==> config.mk <==
export PLATFORM = sky130hd
export DESIGN_NAME = dbm_top
export DESIGN_NICKNAME = d
export VERILOG_FILES = /design/src/rtl/dbm_pkg.sv /design/src/rtl/dbm_flags.sv /design/src/rtl/dbm_irq.sv /design/src/rtl/dbm_side.sv /design/src/rtl/dbm_top.sv
export SDC_FILE = /design/constraint.sdc
export NUM_CORES = 1
export LEC_CHECK = 0
export BUFFER_PORTS_ARGS = -buffer_cell sky130_fd_sc_hd__buf_2
export CAP_MARGIN = 25
export CORE_MARGIN = 2
export CORE_UTILIZATION = 45
export CTS_CLUSTER_DIAMETER = 50
export DETAILED_ROUTE_END_ITERATION = 10
export PLACE_DENSITY = 0.63
export SLEW_MARGIN = 20
export SYNTH_ARGS = -nofsm -noshare
export SYNTH_HDL_FRONTEND = slang
export SYNTH_SLANG_ARGS = --single-unit
==> constraint.sdc <==
create_clock -name clk -period 1.5 [get_ports clk]
set_input_delay 0 -clock clk [delete_from_list [all_inputs] [get_ports clk]]
set_output_delay 0 -clock clk [all_outputs]
set_load 0.02 [all_outputs]
==> src/rtl/dbm_pkg.sv <==
package dbm_pkg;
  localparam int FLAG_VALID = 0;
  localparam int FLAG_ACK   = 1;
  localparam int EN_VALID   = 0;
  localparam int EN_ACK     = 1;

  function automatic int unsigned tx_ctl_addr(input int unsigned nw);
    return 2 * nw;
  endfunction

  function automatic int unsigned rx_ctl_addr(input int unsigned nw);
    return 2 * nw + 1;
  endfunction

  function automatic int unsigned irq_en_addr(input int unsigned nw);
    return 2 * nw + 2;
  endfunction

  function automatic logic is_rx_word(input int unsigned a, input int unsigned nw);
    return (a >= nw) && (a < 2 * nw);
  endfunction
endpackage

==> src/rtl/dbm_flags.sv <==
module dbm_flags (
  input  logic clk,
  input  logic rst_n,
  input  logic peer_tx_valid,
  input  logic peer_rx_ack,
  input  logic ack_wr,
  output logic rx_valid,
  output logic rx_ack,
  output logic tx_ack
);
  always_ff @(posedge clk) begin
    if (!rst_n) begin
      rx_valid <= 1'b0;
      rx_ack   <= 1'b0;
      tx_ack   <= 1'b0;
    end else begin
      rx_valid <= peer_tx_valid;
      rx_ack   <= peer_tx_valid & (rx_ack | (ack_wr & rx_valid));
      tx_ack   <= peer_rx_ack;
    end
  end

  AST_RXV_MIRROR: assert property (@(posedge clk) disable iff (!rst_n)
    1'b1 |=> rx_valid == $past(peer_tx_valid));
  AST_ACK_NEEDS_VALID: assert property (@(posedge clk) disable iff (!rst_n)
    rx_ack |-> rx_valid);
  AST_TXACK_MIRROR: assert property (@(posedge clk) disable iff (!rst_n)
    1'b1 |=> tx_ack == $past(peer_rx_ack));
  AST_CLR_DROPS_ACK: assert property (@(posedge clk) disable iff (!rst_n)
    $fell(peer_tx_valid) |=> !rx_ack && !rx_valid);
endmodule

==> src/rtl/dbm_irq.sv <==
module dbm_irq (
  input  logic rx_valid,
  input  logic tx_ack,
  input  logic en_valid,
  input  logic en_ack,
  output logic irq_valid,
  output logic irq_ack
);
  always_comb begin
    irq_valid = rx_valid & en_valid;
    irq_ack   = tx_ack & en_ack;
  end
endmodule

==> src/rtl/dbm_side.sv <==
module dbm_side #(
  parameter int DW = 32,
  parameter int NW = 4,
  parameter int AW = 4
) (
  input  logic                   clk,
  input  logic                   rst_n,
  input  logic                   wr,
  input  logic [AW-1:0]          addr,
  input  logic [DW-1:0]          wdata,
  output logic [DW-1:0]          rdata,
  input  logic [NW-1:0][DW-1:0]  peer_words,
  output logic [NW-1:0][DW-1:0]  own_words,
  output logic                   tx_valid,
  input  logic                   peer_tx_valid,
  input  logic                   peer_rx_ack,
  output logic                   rx_ack,
  output logic                   irq_valid,
  output logic                   irq_ack
);
  import dbm_pkg::*;

  localparam logic [AW-1:0] A_TXC = AW'(tx_ctl_addr(NW));
  localparam logic [AW-1:0] A_RXC = AW'(rx_ctl_addr(NW));
  localparam logic [AW-1:0] A_IEN = AW'(irq_en_addr(NW));

  logic rx_valid, tx_ack, en_valid, en_ack, ack_wr, rx_word_wr;

  assign ack_wr     = wr && (addr == A_RXC) && wdata[FLAG_ACK];
  assign rx_word_wr = wr && is_rx_word(int'(addr), NW);

  always_ff @(posedge clk) begin
    if (!rst_n) begin
      own_words <= '0;
      tx_valid  <= 1'b0;
      en_valid  <= 1'b0;
      en_ack    <= 1'b0;
    end else if (wr) begin
      for (int i = 0; i < NW; i++)
        if (addr == AW'(i)) own_words[i] <= wdata;
      if (addr == A_TXC) tx_valid <= wdata[FLAG_VALID];
      if (addr == A_IEN) begin
        en_valid <= wdata[EN_VALID];
        en_ack   <= wdata[EN_ACK];
      end
    end
  end

  always_comb begin
    rdata = '0;
    for (int i = 0; i < NW; i++) begin
      if (addr == AW'(i))      rdata = own_words[i];
      if (addr == AW'(NW + i)) rdata = peer_words[i];
    end
    if (addr == A_TXC) begin
      rdata[FLAG_VALID] = tx_valid;
      rdata[FLAG_ACK]   = tx_ack;
    end
    if (addr == A_RXC) begin
      rdata[FLAG_VALID] = rx_valid;
      rdata[FLAG_ACK]   = rx_ack;
    end
    if (addr == A_IEN) begin
      rdata[EN_VALID] = en_valid;
      rdata[EN_ACK]   = en_ack;
    end
  end

  dbm_flags u_flags (
    .clk(clk), .rst_n(rst_n), .peer_tx_valid(peer_tx_valid),
    .peer_rx_ack(peer_rx_ack), .ack_wr(ack_wr),
    .rx_valid(rx_valid), .rx_ack(rx_ack), .tx_ack(tx_ack)
  );

  dbm_irq u_irq (
    .rx_valid(rx_valid), .tx_ack(tx_ack), .en_valid(en_valid), .en_ack(en_ack),
    .irq_valid(irq_valid), .irq_ack(irq_ack)
  );

  AST_RX_WORDS_RO: assert property (@(posedge clk) disable iff (!rst_n)
    rx_word_wr |=> $stable(own_words));
  AST_IRQV_NEEDS_RXV: assert property (@(posedge clk) disable iff (!rst_n)
    irq_valid |-> rx_valid);
  AST_IRQA_NEEDS_TXACK: assert property (@(posedge clk) disable iff (!rst_n)
    irq_ack |-> tx_ack);
endmodule

==> src/rtl/dbm_top.sv <==
module dbm_top #(
  parameter int DW = 32,
  parameter int NW = 4,
  parameter int AW = 4
) (
  input  logic          clk,
  input  logic          rst_n,
  input  logic          req_wr,
  input  logic [AW-1:0] req_addr,
  input  logic [DW-1:0] req_wdata,
  output logic [DW-1:0] req_rdata,
  output logic          req_irq_valid,
  output logic          req_irq_ack,
  input  logic          host_wr,
  input  logic [AW-1:0] host_addr,
  input  logic [DW-1:0] host_wdata,
  output logic [DW-1:0] host_rdata,
  output logic          host_irq_valid,
  output logic          host_irq_ack
);
  localparam int NSIDE = 2;

  logic [NSIDE-1:0]                 s_wr, s_txv, s_rxack, s_irqv, s_irqa;
  logic [NSIDE-1:0][AW-1:0]         s_addr;
  logic [NSIDE-1:0][DW-1:0]         s_wdata, s_rdata;
  logic [NSIDE-1:0][NW-1:0][DW-1:0] s_words;

  assign s_wr    = {host_wr, req_wr};
  assign s_addr  = {host_addr, req_addr};
  assign s_wdata = {host_wdata, req_wdata};
  assign req_rdata      = s_rdata[0];
  assign host_rdata     = s_rdata[1];
  assign req_irq_valid  = s_irqv[0];
  assign host_irq_valid = s_irqv[1];
  assign req_irq_ack    = s_irqa[0];
  assign host_irq_ack   = s_irqa[1];

  for (genvar g = 0; g < NSIDE; g++) begin : g_side
    localparam int PEER = NSIDE - 1 - g;
    dbm_side #(.DW(DW), .NW(NW), .AW(AW)) u_side (
      .clk(clk), .rst_n(rst_n),
      .wr(s_wr[g]), .addr(s_addr[g]), .wdata(s_wdata[g]), .rdata(s_rdata[g]),
      .peer_words(s_words[PEER]), .own_words(s_words[g]),
      .tx_valid(s_txv[g]), .peer_tx_valid(s_txv[PEER]),
      .peer_rx_ack(s_rxack[PEER]), .rx_ack(s_rxack[g]),
      .irq_valid(s_irqv[g]), .irq_ack(s_irqa[g])
    );
  end
endmodule

; Yosys cells after proc, flatten, opt, wreduce, memory -nomap -nowiden
; Cells that the tools add are included.
[word_totals]
out_inout_bits = 68
input_bits = 76
reg_bits = 268
[classes]
n_reduce_logical = 18
eq_ne = 20
mux = 22
bitwise_logic = 10
[op_table]
columns = op, count
row1 = 32-bit 2-to-1 mux, 16
row2 = "4-bit by 3-bit == test with 1-bit output, second input constant", 8
row3 = "4-bit == test, second input constant", 6
row4 = 2-bit AND reduction, 12
row5 = "4-bit by 2-bit == test with 1-bit output, second input constant", 4
row6 = 2-bit 2-to-1 mux, 6
row7 = 1-bit bitwise AND, 8
row8 = "4-bit by 1-bit == test with 1-bit output, second input constant", 2
row9 = 4-bit logical NOT, 2
row10 = 1-bit logical AND, 4
row11 = 1-bit bitwise OR, 2

; Logic depth before layout (Yosys ltp)
[depth]
depth_word = 12
ltp_mapped = 8
mapped_depth_nobuf = 4

; Cells and area by module
; From an unflattened synthesis, not the netlist that was laid out.
[hier_totals]
cells_unflattened = 1868
hier_area_um2 = 14586.5
[modules_own_cells]
columns = module, area_per_inst_um2, cells_per_inst, n_inst
row1 = dbm_side, 7185.6, 925, 2
row2 = dbm_flags, 95.1, 7, 2
row3 = dbm_irq, 12.5, 2, 2

; Worst setup path after synthesis
; No wires, ideal clock.
[synth_timing]
path_kind = input to output
startpoint = input port host_addr[1]
endpoint = output port host_rdata[0]
t_required_ps = 1500
path_buffers = 3
arrival_time_ps = 1401
path_stages = 7
path_slack_ps = 99
path_cell_list = buf_2 buf_2 clkbuf_1 nand3b_1 o21ai_0 o21ai_0 o21ai_0
[synth_between]
elab_chain_cells = 12
elab_cells_between_ends = 22
classes_between = eq/ne: 10 / mux: 11 / reduce/logical: 1
[synth_lines]
columns = item, line_no
row1 = "start, declared", dbm_top.sv:15  ; input logic [AW-1:0] host_addr,
row2 = 4-bit logical NOT, dbm_side.sv:52  ; if (addr == AW'(i)) rdata = own_words[i];
row3 = 32-bit 2-to-1 mux, dbm_side.sv:52
row4 = 32-bit 2-to-1 mux, dbm_side.sv:53  ; if (addr == AW'(NW + i)) rdata = peer_words[i];
row5 = 32-bit 2-to-1 mux, dbm_side.sv:52
row6 = 32-bit 2-to-1 mux, dbm_side.sv:53
row7 = 32-bit 2-to-1 mux, dbm_side.sv:52
row8 = 32-bit 2-to-1 mux, dbm_side.sv:53
row9 = 32-bit 2-to-1 mux, dbm_side.sv:52
row10 = 32-bit 2-to-1 mux, dbm_side.sv:53
row11 = 2-bit 2-to-1 mux, dbm_side.sv:55  ; if (addr == A_TXC) begin
row12 = 2-bit 2-to-1 mux, dbm_side.sv:59  ; if (addr == A_RXC) begin
row13 = 2-bit 2-to-1 mux *, dbm_side.sv:63  ; if (addr == A_IEN) begin
row14 = "end, declared", dbm_top.sv:17  ; output logic [DW-1:0] host_rdata,
; Mark *: on every way between the ends. The rest lies on a longest branch, timed or not.

; Worst setup path in the final report
[layout_timing]
startpoint = register g_side[0].u_side.own_words[86] (netlist name)
endpoint = output port host_rdata[22]
[layout_between]
elab_chain_cells = 3
[layout_lines]
columns = item, line_no
row1 = "start, declared", dbm_side.sv:13  ; output logic [NW-1:0][DW-1:0] own_words,
row2 = "start signal, assigned by index", dbm_side.sv:40  ; if (addr == AW'(i)) own_words[i] <= wdata;
row3 = 32-bit 2-to-1 mux, dbm_side.sv:53
row4 = 32-bit 2-to-1 mux, dbm_side.sv:52
row5 = 32-bit 2-to-1 mux, dbm_side.sv:53
; No other way between the ends.

==> results_dict.tcl <==
set metrics [dict create \
    status "complete, but fails checks" \
    violations "negative setup slack" \
    rows 65 \
    core_area_um2 31720 \
    syn_to_final_growth_pct 37.32 \
    clk_latency_ns 0.53 \
    ys.warnings.count 0 \
    synth_fa_ha_area_share_pct 0 \
    r2r-end "g_side[0].u_side.u_flags.rx_ack" \
    crit_type "reg -> out" \
    nNetsFinal 2182 \
    grt_overflow_total 0 \
    multi_input_area_um2 9080 \
    vias_per_cell 6.094 \
    synth_compound_area_share_pct 29.34 \
    place_ws_ns -0.1561 \
    synth_cell_types 66 \
    regArea_um2 5508 \
    whs_endpoint "g_side[1].u_side.own_words[28]" \
    ant_nets 0 \
    drc_errors 0 \
    hold_viol 0 \
    grt_max_degree 86 \
    clkSinkCount 268 \
    min_period_ns 1.974 \
    clock_path_buffers 3 \
    r2r_cells 3 \
    path_cells "a22o_1 -> a222oi_1 -> o31ai_2 -> buf_4" \
    drt-total-wl_um 59960 \
    layout_common_cells "500 x nand2_1, 194 x buf_4, 158 x dfxtp_1, 155 x a21boi_0, 108 x dfxtp_2" \
    synth_edf_count 0 \
    report.final.slew_viol_count 0 \
    setup_ws_ns -0.4740 \
    timing.final.crit_share_pct 131.6 \
    drt_iter0_markers 1611 \
    cts_inserted_buffers 36 \
    min_path_type "in -> reg" \
    worstMarginPinSlew_ns 0.5351 \
    r2r_start "g_side[0].u_side.u_flags.rx_valid" \
    ys_seq_area_share_pct 36.78 \
    syn_inst 1819 \
    synth_top_family_by_area "compound AO/OA/AOI/OAI gates" \
    final_common_cell "nand2_1" \
    first_pass_iters 5 \
    syn_nets 1895 \
    ys_ff_latch 268 \
    syn_area_um2 14590 \
    critPathMaxFanout 4 \
    critPathMaxStageDelay_ns 0.48 \
    hold-worst-slack_ns 0.2005 \
    worstSetupStartpointType "register" \
    finClkSkew_ns 0.003107 \
    path_clk_slew_ns 0.06 \
    grt_use_total_pct 35.02 \
    gp_congestion 0.9227 \
    die_x_um 184.1 \
    min_from "host_addr[0]" \
    die_area_um2 33880 \
    synth.avg_cell_area_um2 8.020 \
    synthMuxAreaShare_pct 6.638 \
    htreeDepth 2 \
    async_reset_ff_share_pct 0 \
    synth_xor_area_share_pct 0 \
    end_kind "primary output" \
    drive_gt1_share_pct 32.72 \
    yosysTopAreaCell "dfxtp_1" \
    fill_cells 2713 \
    vias 15440 \
    synth_simple_gate_area_share_pct 21.20 \
    totalNegativeSetupSlack_ns -9.002 \
    synth.area.top_cells "dfxtp_1 37%, nand2_1 13%, a21boi_0 8.0%, a21boi_1 5.1%, mux2i_1 2.7%" \
    drt-wirelength-per-cell_um 23.67 \
    grt_pass1_vias 14900 \
    synth_top_area_share_pct 36.78 \
    p_leak_nw 7.521 \
    slew_headroom_pct 64.33 \
    fmax_ghz 0.5066 \
    die_h_um 184.1 \
    rsz0062_at_grt "yes" \
    start_util_pct 46.00 \
    io_buffer_count 143 \
    maxCapViolCount 0 \
    crit_arrival_ns 1.97 \
    slowest_stage "a222oi_1" \
    vdd.ir_drop.worst_v 0.001363 \
    setup_viol 60 \
    power_density_nw_per_um2 932.4 \
    worst_ep_required_time_ns 1.50 \
    root_buffer "clkbuf_16" \
    io_pins 144 \
    dp_hpwl_um 39810 \
    grt_pass1_wl_um 89600 \
    rrSetupSlack_ns 0.65 \
    antenna_found_initial 1 \
    hold_depth 6 \
    ys.flop_type "dfxtp_1" \
    cts_tree "done" \
]
-- per-layer routing --
metal | vias to the layer above | share of wire [%] | global-route usage (%)
li1 | 6984 | - | -
met1 | 7317 | 39 | 43.61
met2 | 909 | 46 | 57.74
met3 | 225 | 9.6 | 6.537
met4 | 0 | 5.1 | 18.14
met5 | - | 0 | 0
-- critical path, delay by kind of cell (launching register included) --
kind | cells | cell delay [ns]
AO/OA/AOI/OAI | 3 | 0.90
flip-flops | 1 | 0.34
buffers and inverters | 1 | 0.20
-- report_power, final --
group          switching [mW]  internal, mW  total [mW]
Sequential             0.0815          7.21        7.29
Combinational            1.43          1.10        2.53
Clock                    3.46          5.40        8.85
-- through the flow --
step	power, mW	area (um^2)	utilization [%]	instances
3_3_place_gp	9.485	16730	52.75	2370
6_report	18.68	20030	63.16	2533
2_1_floorplan	8.526	14590	-	1819
4_1_cts	18.59	19490	61.46	2521
5_1_grt	19.16	20030	63.16	2533
3_5_place_dp	9.507	16730	52.75	2370
-- cell type report --
cell class / instances / area share (%)
Inverter: 13 / 0.2436
Multi-Input combinational cell: 1371 / 45.32
Sequential cell: 268 / 27.49
Clock inverter: 16 / 0.9306
Antenna cell: 1 / 0.01249
Clock buffer: 46 / 5.140
Tap cell: 402 / 2.511
Timing Repair Buffer: 416 / 18.35
-- state kept, by name (all words and copies together), names as in the netlist --
| register | cells |
|---|---|
| g_side.u_side.en_ack | 2 |
| g_side.u_side.en_valid | 2 |
| g_side.u_side.own_words | 256 |
| g_side.u_side.tx_valid | 2 |
| g_side.u_side.u_flags.rx_ack | 2 |
| g_side.u_side.u_flags.rx_valid | 2 |
| g_side.u_side.u_flags.tx_ack | 2 |
-- worst max path at each step --
stage	start	end	depth (start not counted)
2_1_floorplan	host_addr[1]	host_rdata[0]	7
3_3_place_gp	host_addr[2]	host_rdata[22]	8
3_5_place_dp	host_addr[2]	host_rdata[22]	8
4_1_cts	g_side[0].u_side.own_words[1]	host_rdata[1]	5
5_1_grt	g_side[0].u_side.own_words[86]	host_rdata[22]	4
6_report	g_side[0].u_side.own_words[86]	host_rdata[22]	4
-- Yosys cell counts, types with 22 or more instances --
| library cell | count |
|---|---|
| nand2_1 | 500 |
| dfxtp_1 | 268 |
| a21boi_0 | 155 |
| a21boi_1 | 100 |
| clkbuf_1 | 69 |
| buf_2 | 66 |
| nor2_1 | 61 |
| o21ai_0 | 56 |
| nor2b_1 | 47 |
| a21oi_1 | 46 |
| mux2i_1 | 39 |
| nand3_1 | 35 |
| o22ai_1 | 34 |
| o2bb2ai_1 | 29 |
| mux2_2 | 27 |
| a22oi_1 | 26 |
| buf_4 | 22 |
| o221ai_1 | 22 |
-- cell families (layout without fill, tap and decap cells) --
kind of cell / after synthesis / count (layout)
simple gates: 709 / 709
compound gates: 584 / 584
flops: 268 / 268
mux: 78 / 78
other cells: 0 / 1
buf+inv: 180 / 491
-- repair_timing --
item | in CTS | in global routing
pin swaps | 101 | 55
resized for setup | 275 | 119
setup endpoints to repair | 64 | 64
buffers inserted | 22 | 11
hold buffers | 67 | 0
endpoints found under the hold margin | 268 | 0
(Power assumes the default switching activity.)
